$ cat src/rtl/softint_pkg.sv
package softint_pkg;
  localparam int NUM_SRC   = 2;
  localparam int PEND_W    = 17;
  localparam int LVL_W     = 4;
  localparam int NUM_LVL   = 15;
  localparam int TICK_BIT  = 0;
  localparam int STICK_BIT = 16;
  localparam int TIMER_LVL = 14;
endpackage

$ cat src/rtl/softint_timer.sv
module softint_timer #(
  parameter int CNT_W = 63,
  localparam int CMP_W = CNT_W + 1
) (
  input  logic             clk_i,
  input  logic             rst_ni,
  input  logic             en_i,
  input  logic             ld_i,
  input  logic [CNT_W-1:0] ld_val_i,
  input  logic             cmp_we_i,
  input  logic [CMP_W-1:0] cmp_wdata_i,
  output logic [CNT_W-1:0] cnt_o,
  output logic [CMP_W-1:0] cmp_o,
  output logic             hit_o
);
  logic [CNT_W-1:0] cnt_q;
  logic [CMP_W-1:0] cmp_q;
  logic             eq, eq_q;

  always_ff @(posedge clk_i or negedge rst_ni) begin
    if (!rst_ni)    cnt_q <= '0;
    else if (ld_i)  cnt_q <= ld_val_i;
    else if (en_i)  cnt_q <= cnt_q + CNT_W'(1);
  end

  // reset value keeps the compare disabled
  always_ff @(posedge clk_i or negedge rst_ni) begin
    if (!rst_ni)       cmp_q <= {1'b1, {CNT_W{1'b0}}};
    else if (cmp_we_i) cmp_q <= cmp_wdata_i;
  end

  assign eq = !cmp_q[CNT_W] && (cnt_q == cmp_q[CNT_W-1:0]);

  // one hit per arrival at the match value
  always_ff @(posedge clk_i or negedge rst_ni) begin
    if (!rst_ni) eq_q <= 1'b0;
    else         eq_q <= eq;
  end

  assign hit_o = eq && !eq_q;
  assign cnt_o = cnt_q;
  assign cmp_o = cmp_q;

  p_inc_r6: assert property (@(posedge clk_i) disable iff (!rst_ni)
    (!ld_i && en_i) |=> (cnt_q == $past(cnt_q) + CNT_W'(1)));
  p_hold_r6: assert property (@(posedge clk_i) disable iff (!rst_ni)
    (!ld_i && !en_i) |=> $stable(cnt_q));
  p_load_r7: assert property (@(posedge clk_i) disable iff (!rst_ni)
    ld_i |=> (cnt_q == $past(ld_val_i)));
endmodule

$ cat src/rtl/softint_pend.sv
module softint_pend
  import softint_pkg::*;
(
  input  logic              clk_i,
  input  logic              rst_ni,
  input  logic              set_we_i,
  input  logic [PEND_W-1:0] set_mask_i,
  input  logic              clr_we_i,
  input  logic [PEND_W-1:0] clr_mask_i,
  input  logic [PEND_W-1:0] hw_set_i,
  output logic [PEND_W-1:0] pend_o
);
  logic [PEND_W-1:0] pend_q, set_v, clr_v;

  assign set_v = (set_we_i ? set_mask_i : '0) | hw_set_i;
  assign clr_v = clr_we_i ? clr_mask_i : '0;

  // set after clear: set wins
  always_ff @(posedge clk_i or negedge rst_ni) begin
    if (!rst_ni) pend_q <= '0;
    else         pend_q <= (pend_q & ~clr_v) | set_v;
  end

  assign pend_o = pend_q;

  p_set_r2: assert property (@(posedge clk_i) disable iff (!rst_ni)
    set_we_i |=> ((pend_q & $past(set_mask_i)) == $past(set_mask_i)));
  p_clr_r3: assert property (@(posedge clk_i) disable iff (!rst_ni)
    clr_we_i |=> ((pend_q & $past(clr_mask_i & ~set_v)) == '0));
  p_set_wins_r4: assert property (@(posedge clk_i) disable iff (!rst_ni)
    (set_we_i && clr_we_i) |=>
      ((pend_q & $past(set_mask_i & clr_mask_i)) == $past(set_mask_i & clr_mask_i)));
  p_hold_r5: assert property (@(posedge clk_i) disable iff (!rst_ni)
    (!set_we_i && !clr_we_i && hw_set_i == '0) |=> $stable(pend_q));
  p_hw_beats_clr_r12: assert property (@(posedge clk_i) disable iff (!rst_ni)
    (hw_set_i != '0) |=> ((pend_q & $past(hw_set_i)) == $past(hw_set_i)));
endmodule

$ cat src/rtl/softint_level.sv
module softint_level
  import softint_pkg::*;
(
  input  logic [PEND_W-1:0] pend_i,
  output logic [LVL_W-1:0]  level_o
);
  logic [NUM_LVL:1] eff;

  always_comb begin
    eff = pend_i[NUM_LVL:1];
    eff[TIMER_LVL] = eff[TIMER_LVL] | pend_i[TICK_BIT] | pend_i[STICK_BIT];
  end

  always_comb begin
    level_o = '0;
    for (int i = 1; i <= NUM_LVL; i++)
      if (eff[i]) level_o = LVL_W'(i);
  end
endmodule

$ cat src/rtl/softint_tick_ctrl.sv
module softint_tick_ctrl
  import softint_pkg::*;
#(
  parameter int CNT_W = 63,
  localparam int CMP_W = CNT_W + 1
) (
  input  logic              clk_i,
  input  logic              rst_ni,
  input  logic              set_we_i,
  input  logic [PEND_W-1:0] set_mask_i,
  input  logic              clr_we_i,
  input  logic [PEND_W-1:0] clr_mask_i,
  output logic [PEND_W-1:0] pend_o,
  output logic [LVL_W-1:0]  level_o,
  input  logic              tick_en_i,
  input  logic              tick_ld_i,
  input  logic [CNT_W-1:0]  tick_ld_val_i,
  input  logic              tick_cmp_we_i,
  input  logic [CMP_W-1:0]  tick_cmp_wdata_i,
  output logic [CNT_W-1:0]  tick_cnt_o,
  output logic [CMP_W-1:0]  tick_cmp_o,
  input  logic              stick_en_i,
  input  logic              stick_ld_i,
  input  logic [CNT_W-1:0]  stick_ld_val_i,
  input  logic              stick_cmp_we_i,
  input  logic [CMP_W-1:0]  stick_cmp_wdata_i,
  output logic [CNT_W-1:0]  stick_cnt_o,
  output logic [CMP_W-1:0]  stick_cmp_o
);
  localparam int SRC_BIT [NUM_SRC] = '{TICK_BIT, STICK_BIT};

  logic             en     [NUM_SRC];
  logic             ld     [NUM_SRC];
  logic [CNT_W-1:0] ld_val [NUM_SRC];
  logic             cmp_we [NUM_SRC];
  logic [CMP_W-1:0] cmp_wd [NUM_SRC];
  logic [CNT_W-1:0] cnt    [NUM_SRC];
  logic [CMP_W-1:0] cmp    [NUM_SRC];
  logic             hit    [NUM_SRC];
  logic [PEND_W-1:0] hw_set;

  assign en[0] = tick_en_i;         assign en[1] = stick_en_i;
  assign ld[0] = tick_ld_i;         assign ld[1] = stick_ld_i;
  assign ld_val[0] = tick_ld_val_i; assign ld_val[1] = stick_ld_val_i;
  assign cmp_we[0] = tick_cmp_we_i; assign cmp_we[1] = stick_cmp_we_i;
  assign cmp_wd[0] = tick_cmp_wdata_i;
  assign cmp_wd[1] = stick_cmp_wdata_i;

  for (genvar s = 0; s < NUM_SRC; s++) begin : g_timer
    softint_timer #(.CNT_W(CNT_W)) u_timer (
      .clk_i       (clk_i),
      .rst_ni      (rst_ni),
      .en_i        (en[s]),
      .ld_i        (ld[s]),
      .ld_val_i    (ld_val[s]),
      .cmp_we_i    (cmp_we[s]),
      .cmp_wdata_i (cmp_wd[s]),
      .cnt_o       (cnt[s]),
      .cmp_o       (cmp[s]),
      .hit_o       (hit[s])
    );
  end

  always_comb begin
    hw_set = '0;
    for (int s = 0; s < NUM_SRC; s++)
      hw_set[SRC_BIT[s]] = hit[s];
  end

  assign tick_cnt_o  = cnt[0];
  assign tick_cmp_o  = cmp[0];
  assign stick_cnt_o = cnt[1];
  assign stick_cmp_o = cmp[1];

  softint_pend u_pend (
    .clk_i      (clk_i),
    .rst_ni     (rst_ni),
    .set_we_i   (set_we_i),
    .set_mask_i (set_mask_i),
    .clr_we_i   (clr_we_i),
    .clr_mask_i (clr_mask_i),
    .hw_set_i   (hw_set),
    .pend_o     (pend_o)
  );

  softint_level u_level (
    .pend_i  (pend_o),
    .level_o (level_o)
  );

  p_dis_tick_r9: assert property (@(posedge clk_i) disable iff (!rst_ni)
    (tick_cmp_o[CNT_W] && !set_we_i && !pend_o[TICK_BIT]) |=> !pend_o[TICK_BIT]);
  p_dis_stick_r9: assert property (@(posedge clk_i) disable iff (!rst_ni)
    (stick_cmp_o[CNT_W] && !set_we_i && !pend_o[STICK_BIT]) |=> !pend_o[STICK_BIT]);
  p_level_zero_r10: assert property (@(posedge clk_i) disable iff (!rst_ni)
    (level_o == '0) == (pend_o == '0));
  p_level_top_r10: assert property (@(posedge clk_i) disable iff (!rst_ni)
    pend_o[NUM_LVL] |-> (level_o == LVL_W'(NUM_LVL)));
  p_timer_lvl_r11: assert property (@(posedge clk_i) disable iff (!rst_ni)
    ((pend_o[TICK_BIT] || pend_o[STICK_BIT]) && !pend_o[NUM_LVL]) |->
      (level_o == LVL_W'(TIMER_LVL)));
endmodule

$ cat config.mk
export PLATFORM = sky130hd
export DESIGN_NAME = softint_tick_ctrl
export DESIGN_NICKNAME = d
export VERILOG_FILES = /design/src/rtl/softint_pkg.sv /design/src/rtl/softint_timer.sv /design/src/rtl/softint_pend.sv /design/src/rtl/softint_level.sv /design/src/rtl/softint_tick_ctrl.sv
export SDC_FILE = /design/constraint.sdc
export NUM_CORES = 1
export LEC_CHECK = 0
export BUFFER_PORTS_ARGS = -buffer_cell sky130_fd_sc_hd__buf_2
export CAP_MARGIN = 30
export CORE_AREA = 2 2 220 222
export CTS_CLUSTER_DIAMETER = 60
export DETAILED_ROUTE_END_ITERATION = 6
export DIE_AREA = 0 0 222 224
export PLACE_DENSITY_LB_ADDON = 0.1
export SYNTH_ARGS = -nofsm -noshare
export SYNTH_HDL_FRONTEND = slang
export SYNTH_SLANG_ARGS = --single-unit
$ cat constraint.sdc
create_clock -name clk_i -period 4.1 [get_ports clk_i]
set_input_delay 0.41 -clock clk_i [delete_from_list [all_inputs] [get_ports clk_i]]
set_output_delay 0.41 -clock clk_i [all_outputs]
set_load 0.01 [all_outputs]
==> results of run 1 <==
[worst register-to-register path, stage by stage, from the launching register on]
cell and delay, ns:
dfrtp_1 0.45, nand4_1 0.29, nor4_2 0.63, and2_1 0.72, nand4_1 0.20, xor2_1 0.17, o21ai_0 0.17
[flip-flops by register name, indices dropped and copies added, names as in the netlist]
| register | cells |
|---|---|
| g_timer.u_timer.cmp_o | 128 |
| g_timer.u_timer.cnt_o | 126 |
| u_pend.pend_o | 17 |
| g_timer.u_timer.eq_q | 2 |
[layout by cell type (no fill, tap or decap), types with 7 or more instances in the layout]
master / instances
o21ai_0: 127
nand3_1: 50
bufinv_16: 7
nand2_1: 204
nor3_1: 28
and2_1: 9
buf_4: 12
clkbuf_1: 8
buf_2: 569
clkbuf_8: 7
inv_1: 51
clkbuf_16: 43
xnor2_1: 97
a21oi_1: 7
nor2_1: 22
nor2b_1: 11
a22o_1: 15
o22ai_1: 14
xor2_1: 113
and3_1: 19
nor4_1: 23
dfrtp_1: 271
o21ai_1: 14
diode_2: 10
and4_1: 14
mux2_2: 112
nand4_1: 47
[metrics by stage]
| stage | total power [W] | cells | setup WS [ns] | hold WS [ns] |
|---|---|---|---|---|
| finish | 0.00868 | 2595 | 1.38 | 0.0484 |
| global route | 0.00904 | 2592 | 1.08 | 0.0464 |
| CTS | 0.00877 | 2583 | 1.08 | 0.0145 |
| detailed placement | 0.00483 | 2508 | 1.08 | 0.419 |
| global placement | 0.00482 | 2508 | 1.10 | 0.416 |
| floorplan | 0.00397 | 1378 | 1.91 | 0.114 |
[Yosys cell counts (3+ instances only)]
library cell / n / share of area [%]
a22o_1: 15 / 0.94
o31ai_1: 4 / 0.21
and4_1: 14 / 0.88
nor4_2: 5 / 0.45
dfrtp_1: 271 / 48
nor3_1: 28 / 1.0
nand2b_1: 3 / 0.13
and2_1: 9 / 0.40
inv_1: 51 / 1.4
a221oi_1: 3 / 0.19
nand4_1: 47 / 2.1
a221o_1: 3 / 0.21
o21ai_0: 127 / 4.5
and3_1: 19 / 0.85
buf_2: 10 / 0.36
a2111oi_0: 5 / 0.31
nor2_1: 22 / 0.59
nand2_1: 204 / 5.5
clkbuf_1: 54 / 1.4
o2111ai_1: 4 / 0.25
o22ai_1: 14 / 0.63
o21ai_1: 14 / 0.50
mux2_2: 112 / 9.0
a21oi_1: 7 / 0.25
or3_1: 5 / 0.22
nor4_1: 23 / 1.0
nor4_4: 3 / 0.46
nor2b_1: 11 / 0.49
nand3_1: 50 / 1.8
xnor2_1: 97 / 6.1
nor3_2: 3 / 0.21
xor2_1: 113 / 7.1
[path summary, 6_finish.rpt]
check / end / cells after the start
worst max-delay path: g_timer[1].u_timer.cnt_o[26] / 6
worst min-delay path: g_timer[0].u_timer.cnt_o[61] / 3
worst max register to register: g_timer[1].u_timer.cnt_o[26] / 6
worst min register to register: u_pend.pend_o[16] / 1
max in group asynchronous: g_timer[1].u_timer.cmp_o[21] / 3
min in group asynchronous: g_timer[0].u_timer.cmp_o[45] / 2
[timing repair]
item,in CTS,in global routing
hold buffers,1,0
endpoints found under the setup margin,0,0
endpoints found under the hold margin,65,0
[layer usage]
layer	up-vias	track usage [%]	wire length [um]
met1	6202	31.0	25900
met3	99	6.16	4370
li1	5966	-	-
met5	-	0	97
met4	16	8.15	1620
met2	486	35.8	26900
[layout make-up]
class / instances / area, um2
clock inverters: 16 / 289
diodes: 10 / 25.0
inverters: 51 / 191
clock buffers: 58 / 1200
flip-flops and latches: 273 / 6830
fillers: 4806 / 28300
repair buffers: 587 / 3040
well taps: 615 / 769
multi-input cells: 985 / 6670
[kinds of logic after synthesis]
family / count (synthesis) / synth area share (%)
compound gates: 207 / 8.69
xor+xnor: 210 / 13.1
fa+ha+maj: 2 / 0.179
buf+inv: 120 / 3.46
flops: 273 / 48.9
mux: 114 / 9.16
simple gates: 452 / 16.5
[power by group]
group | total, W | switching, W | internal [W]
Combinational | 0.00142 | 0.000779 | 0.000641
Sequential | 0.00336 | 0.000402 | 0.00296
Clock | 0.00390 | 0.00140 | 0.00250
==> results.ini, run 1 <==
[outcome]
status=finished clean

[power_and_ir_drop]
p_leak_nw=8.72
power_density_nw_per_um2=456
vdd_drop_max_mv=0.300

[critical_path]
worstPathCellList=nand4_1, nor4_2, and2_1, nand4_1, xor2_1, o21ai_0
crit_slowest_cell=and2_1
critPathBufInv=0
path_delay_family=simple AND/OR/NAND/NOR gates
cp_max_fo=16
crit_start=g_timer[1].u_timer.cnt_o[4]
r2r_slack_ns=1.38
worstSetupEndpointType=flop
crit_path_frequent_cell=nand4_1
arrival_ns=3.18
r2r_start=g_timer[1].u_timer.cnt_o[4]
worstSetupPathType=reg -> reg
cp-start-kind=flop
required_ns=4.55
slowest_delay_ns=0.72

[synth]
avgSynthCellArea_um2=10.2
syn_inst=1378
ys_warn_count=0
ys.flop_type=dfrtp_1
async_reset_ff_share_pct=100
syn_area_um2=14000
synthDistinctLibCells=50
seq_area_frac_synth_pct=48.9
ys_ff_latch=273
synthesis.nets=1678
synth_edf_count=0

[detailed_routing]
wl_per_cell_um=22.7
drtIter0Drc=788
avgViaCountPerCell=4.92
ant_nets=0
vias=12800
first_pass_iters=5
drt_wl_total_um=58900
drc_errors=0

[global_routing]
grt_max_degree=107
antenna_found_initial=21
grt_pass1_vias=12800
grt_overflow=0
grt_pass1_wl_um=85300
grt_usage_pct=23.1

[min_path]
hp-start=tick_ld_val_i[61]
hold_path.class=in -> reg

[timing]
fmax_mhz=367
layout_min_cycle_time_ns=2.72
slew_headroom_pct=30.0
rsz0062_at_grt=false
finClkSkew_ns=0.0239
final-max-slew-violation-count=0
setup_viol=0
tightest_slew_ns=1.04
tns_ns=0
hold_viol_final=0
fin_crit_sh_pct=66.4

[clocking]
post-cts-setup-buffer-count=0
worstSkewPairLatency_ns=0.56
clockRootBuffer=clkbuf_16
clkTransAtPathRegs_ns=0.06
max-clock-path-buffers=3
cts_resized=0
h-tree-depth=2
cts_num_sinks=273
cts_buffers=41
cts_tree=built

[cells_and_area]
final_util_pct=40.2
areaGrowthSynthToFinish_pct=36.0
nets=2239
drive_gt1_share_pct=39.5
fin_area_um2=19000

[floorplan]
die_h_um=224
pin_count=573
coreArea_um2=47300
rows=80
start_util_pct=29.5
die-area_um2=49700
die_x_um=222

[placement]
gp_congestion=0.861
dp_hpwl_um=46100
placed_area_um2=17500
portBuffers=572

[job]
maxCapViolCount=0

(Power assumes the default switching activity.)
==> inputs of run 2 (changes only) <==
==> constraint.sdc (replaced) <==
create_clock -name clk_i -period 2.7 [get_ports clk_i]
set_input_delay 0.27 -clock clk_i [delete_from_list [all_inputs] [get_ports clk_i]]
set_output_delay 0.27 -clock clk_i [all_outputs]
set_load 0.01 [all_outputs]
==> run 2 against run 1 <==
Net effect:
- via count up 9.6%
- sequential share of layout area down 4.6 points
- setup slack worse by 1.2 ns
- non-clock buffer count up 314
- first-iteration DRC count up 18%
- largest cell class unchanged
- largest power group is now sequential cells
==> results.ini, run 2 (synthesis results as in run 1) <==
[outcome]
status=finished clean

[detailed_routing]
drtIter0Drc=930
first_pass_iters=7
wl_per_cell_um=21.3
avgViaCountPerCell=4.83
drt_wl_total_um=61800
drc_errors=0
vias=14000
ant_nets=0

[power_and_ir_drop]
p_total_w=0.0127
vdd_drop_max_mv=0.365
p_sw_w=0.00392
p_clk_share_pct=39.3
p_leak_nw=9.94
power_frac_comb_pct=21.0
swShare_pct=30.9
power_density_nw_per_um2=581
p_seq_share_pct=39.7
p_int_w=0.00876

[global_routing]
grt_use_met1_pct=31.8
grt_util_met2_pct=38.4
use_met3_pct=7.15
grt.busiest_layer=met2
grt_usage_pct=24.3
grt_pass1_wl_um=91100
grt_pass1_vias=14400
grt_overflow=0
grt_max_degree=76
antenna_found_initial=6

[cells_and_area]
nets=2551
largest_register_ffs=128
n_fill_cell=4672
final_cell_mix=buf_2, dfrtp_1, dlygate4sd3_1
final_common_cell=buf_2
drive_gt1_share_pct=35.9
areaGrowthSynthToFinish_pct=56.1

[critical_path]
arrival_ns=3.04
worstSetupPathType=reg -> reg
worstPathCellList=xor2_1, nor4_2, nand4_1, nor4_1, and4_1, a221o_1
reg2reg_depth=6
slowest_delay_ns=0.58
r2r_start=g_timer[0].u_timer.cnt_o[33]
crit_cells=6
cp_max_fo=7
worstSetupEndpointType=flop
cp-start-kind=flop
critPathBufInv=0
crit_start=g_timer[0].u_timer.cnt_o[33]
path_delay_family=simple AND/OR/NAND/NOR gates
crit_slowest_cell=nor4_2
required_ns=3.18

[floorplan]
pin_count=573
die_x_um=222
die_h_um=224
rows=80
coreArea_um2=47300
die-area_um2=49700
start_util_pct=29.5

[clocking]
h-tree-depth=2
cts_buffers=39
worstSkewPairLatency_ns=0.56
clockRootBuffer=clkbuf_16
post-cts-setup-buffer-count=0
max-clock-path-buffers=3
cts_num_sinks=273
cts_tree=built
clkTransAtPathRegs_ns=0.06

[placement]
portBuffers=572
preCtsSetupSlack_ns=0.179
gp_congestion=0.880
dp_hpwl_um=47300

[timing]
tns_ns=0
fmax_mhz=391
slew_headroom_pct=52.0
layout_min_cycle_time_ns=2.56
setup_viol=0
rsz0062_at_grt=false
fin_crit_sh_pct=94.7
fin_ws_ns=0.143
final-max-slew-violation-count=0
finClkSkew_ns=0.0241
tightest_slew_ns=0.715
timing.hold.ws_ns=0.0308
hold_viol_final=0

[min_path]
hp-start=clr_mask_i[2]
hold_path_depth=3
hold_path.class=in -> reg

[job]
maxCapViolCount=0

[run 2: cell count changes in the layout (fill, tap and decap cells not counted), moves of 2 or more]
cell           previous run  this run
dlygate4sd3_1             1       271
buf_4                    12        53
bufinv_16                 7         0
buf_12                    2         7
diode_2                  10         5
clkinv_2                  0         3
inv_6                     5         2
clkbuf_1                  8        10
clkbuf_16                43        41
clkinvlp_4                2         4
[run 2: final timing paths]
check | endpoint | slack (ns)
worst max-delay path | u_pend.pend_o[0] | 0.14
worst min-delay path | u_pend.pend_o[2] | 0.03
worst max register to register | u_pend.pend_o[0] | 0.14
worst min register to register | u_pend.pend_o[16] | 0.44
max in group asynchronous | g_timer[1].u_timer.cmp_o[10] | 1.47
min in group asynchronous | g_timer[0].u_timer.cmp_o[43] | 0.28
[run 2: through the flow]
stage	util, %	area, um2	instances
3_5_place_dp	37.7	17900	2554
4_1_cts	46.1	21800	2893
5_1_grt	46.1	21800	2897
2_1_floorplan	-	14000	1378
6_report	46.1	21800	2898
3_3_place_gp	37.7	17900	2554
[run 2: what timing repair did]
item	4_1_cts	5_1_grt
setup endpoints to repair	0	2
hold endpoints to repair	322	0
resized for setup	0	1
hold buffers	271	0
[run 2: cell type report]
type                       count  area [um2]  area share [%]
antenna                        5        12.5          0.0573
clock buffer                  58        1160            5.31
clock inverter                10        71.3           0.327
inverter                      51         191           0.877
multi-input combinational    985        6680            30.6
sequential                   273        6830            31.3
tap                          615         769            3.53
timing repair buffer         901        6110            28.0
[run 2: routing by layer]
layer | share of wire [%] | up-vias | routed length (um)
li1 | - | 6558 | -
met4 | 3.2 | 4 | 2010
met5 | 0.044 | - | 27
met3 | 7.5 | 100 | 4620
met2 | 46 | 524 | 28300
met1 | 43 | 6814 | 26900
[run 2: power by group through the flow]
stage / Combinational, W / Clock [W] / Sequential, W
after floorplan: 0.000881 / 0 / 0.00515
after global routing: 0.00287 / 0.00526 / 0.00510
final: 0.00266 / 0.00498 / 0.00504
after global placement: 0.00233 / 0 / 0.00509
after CTS: 0.00266 / 0.00512 / 0.00504
after detailed placement: 0.00233 / 0 / 0.00511
[run 2: worst register-to-register path, cell delays in order, from the launching register on]
cell,delay [ns]
dfrtp_1,0.48
xor2_1,0.20
nor4_2,0.58
nand4_1,0.17
nor4_1,0.52
and4_1,0.36
a221o_1,0.16
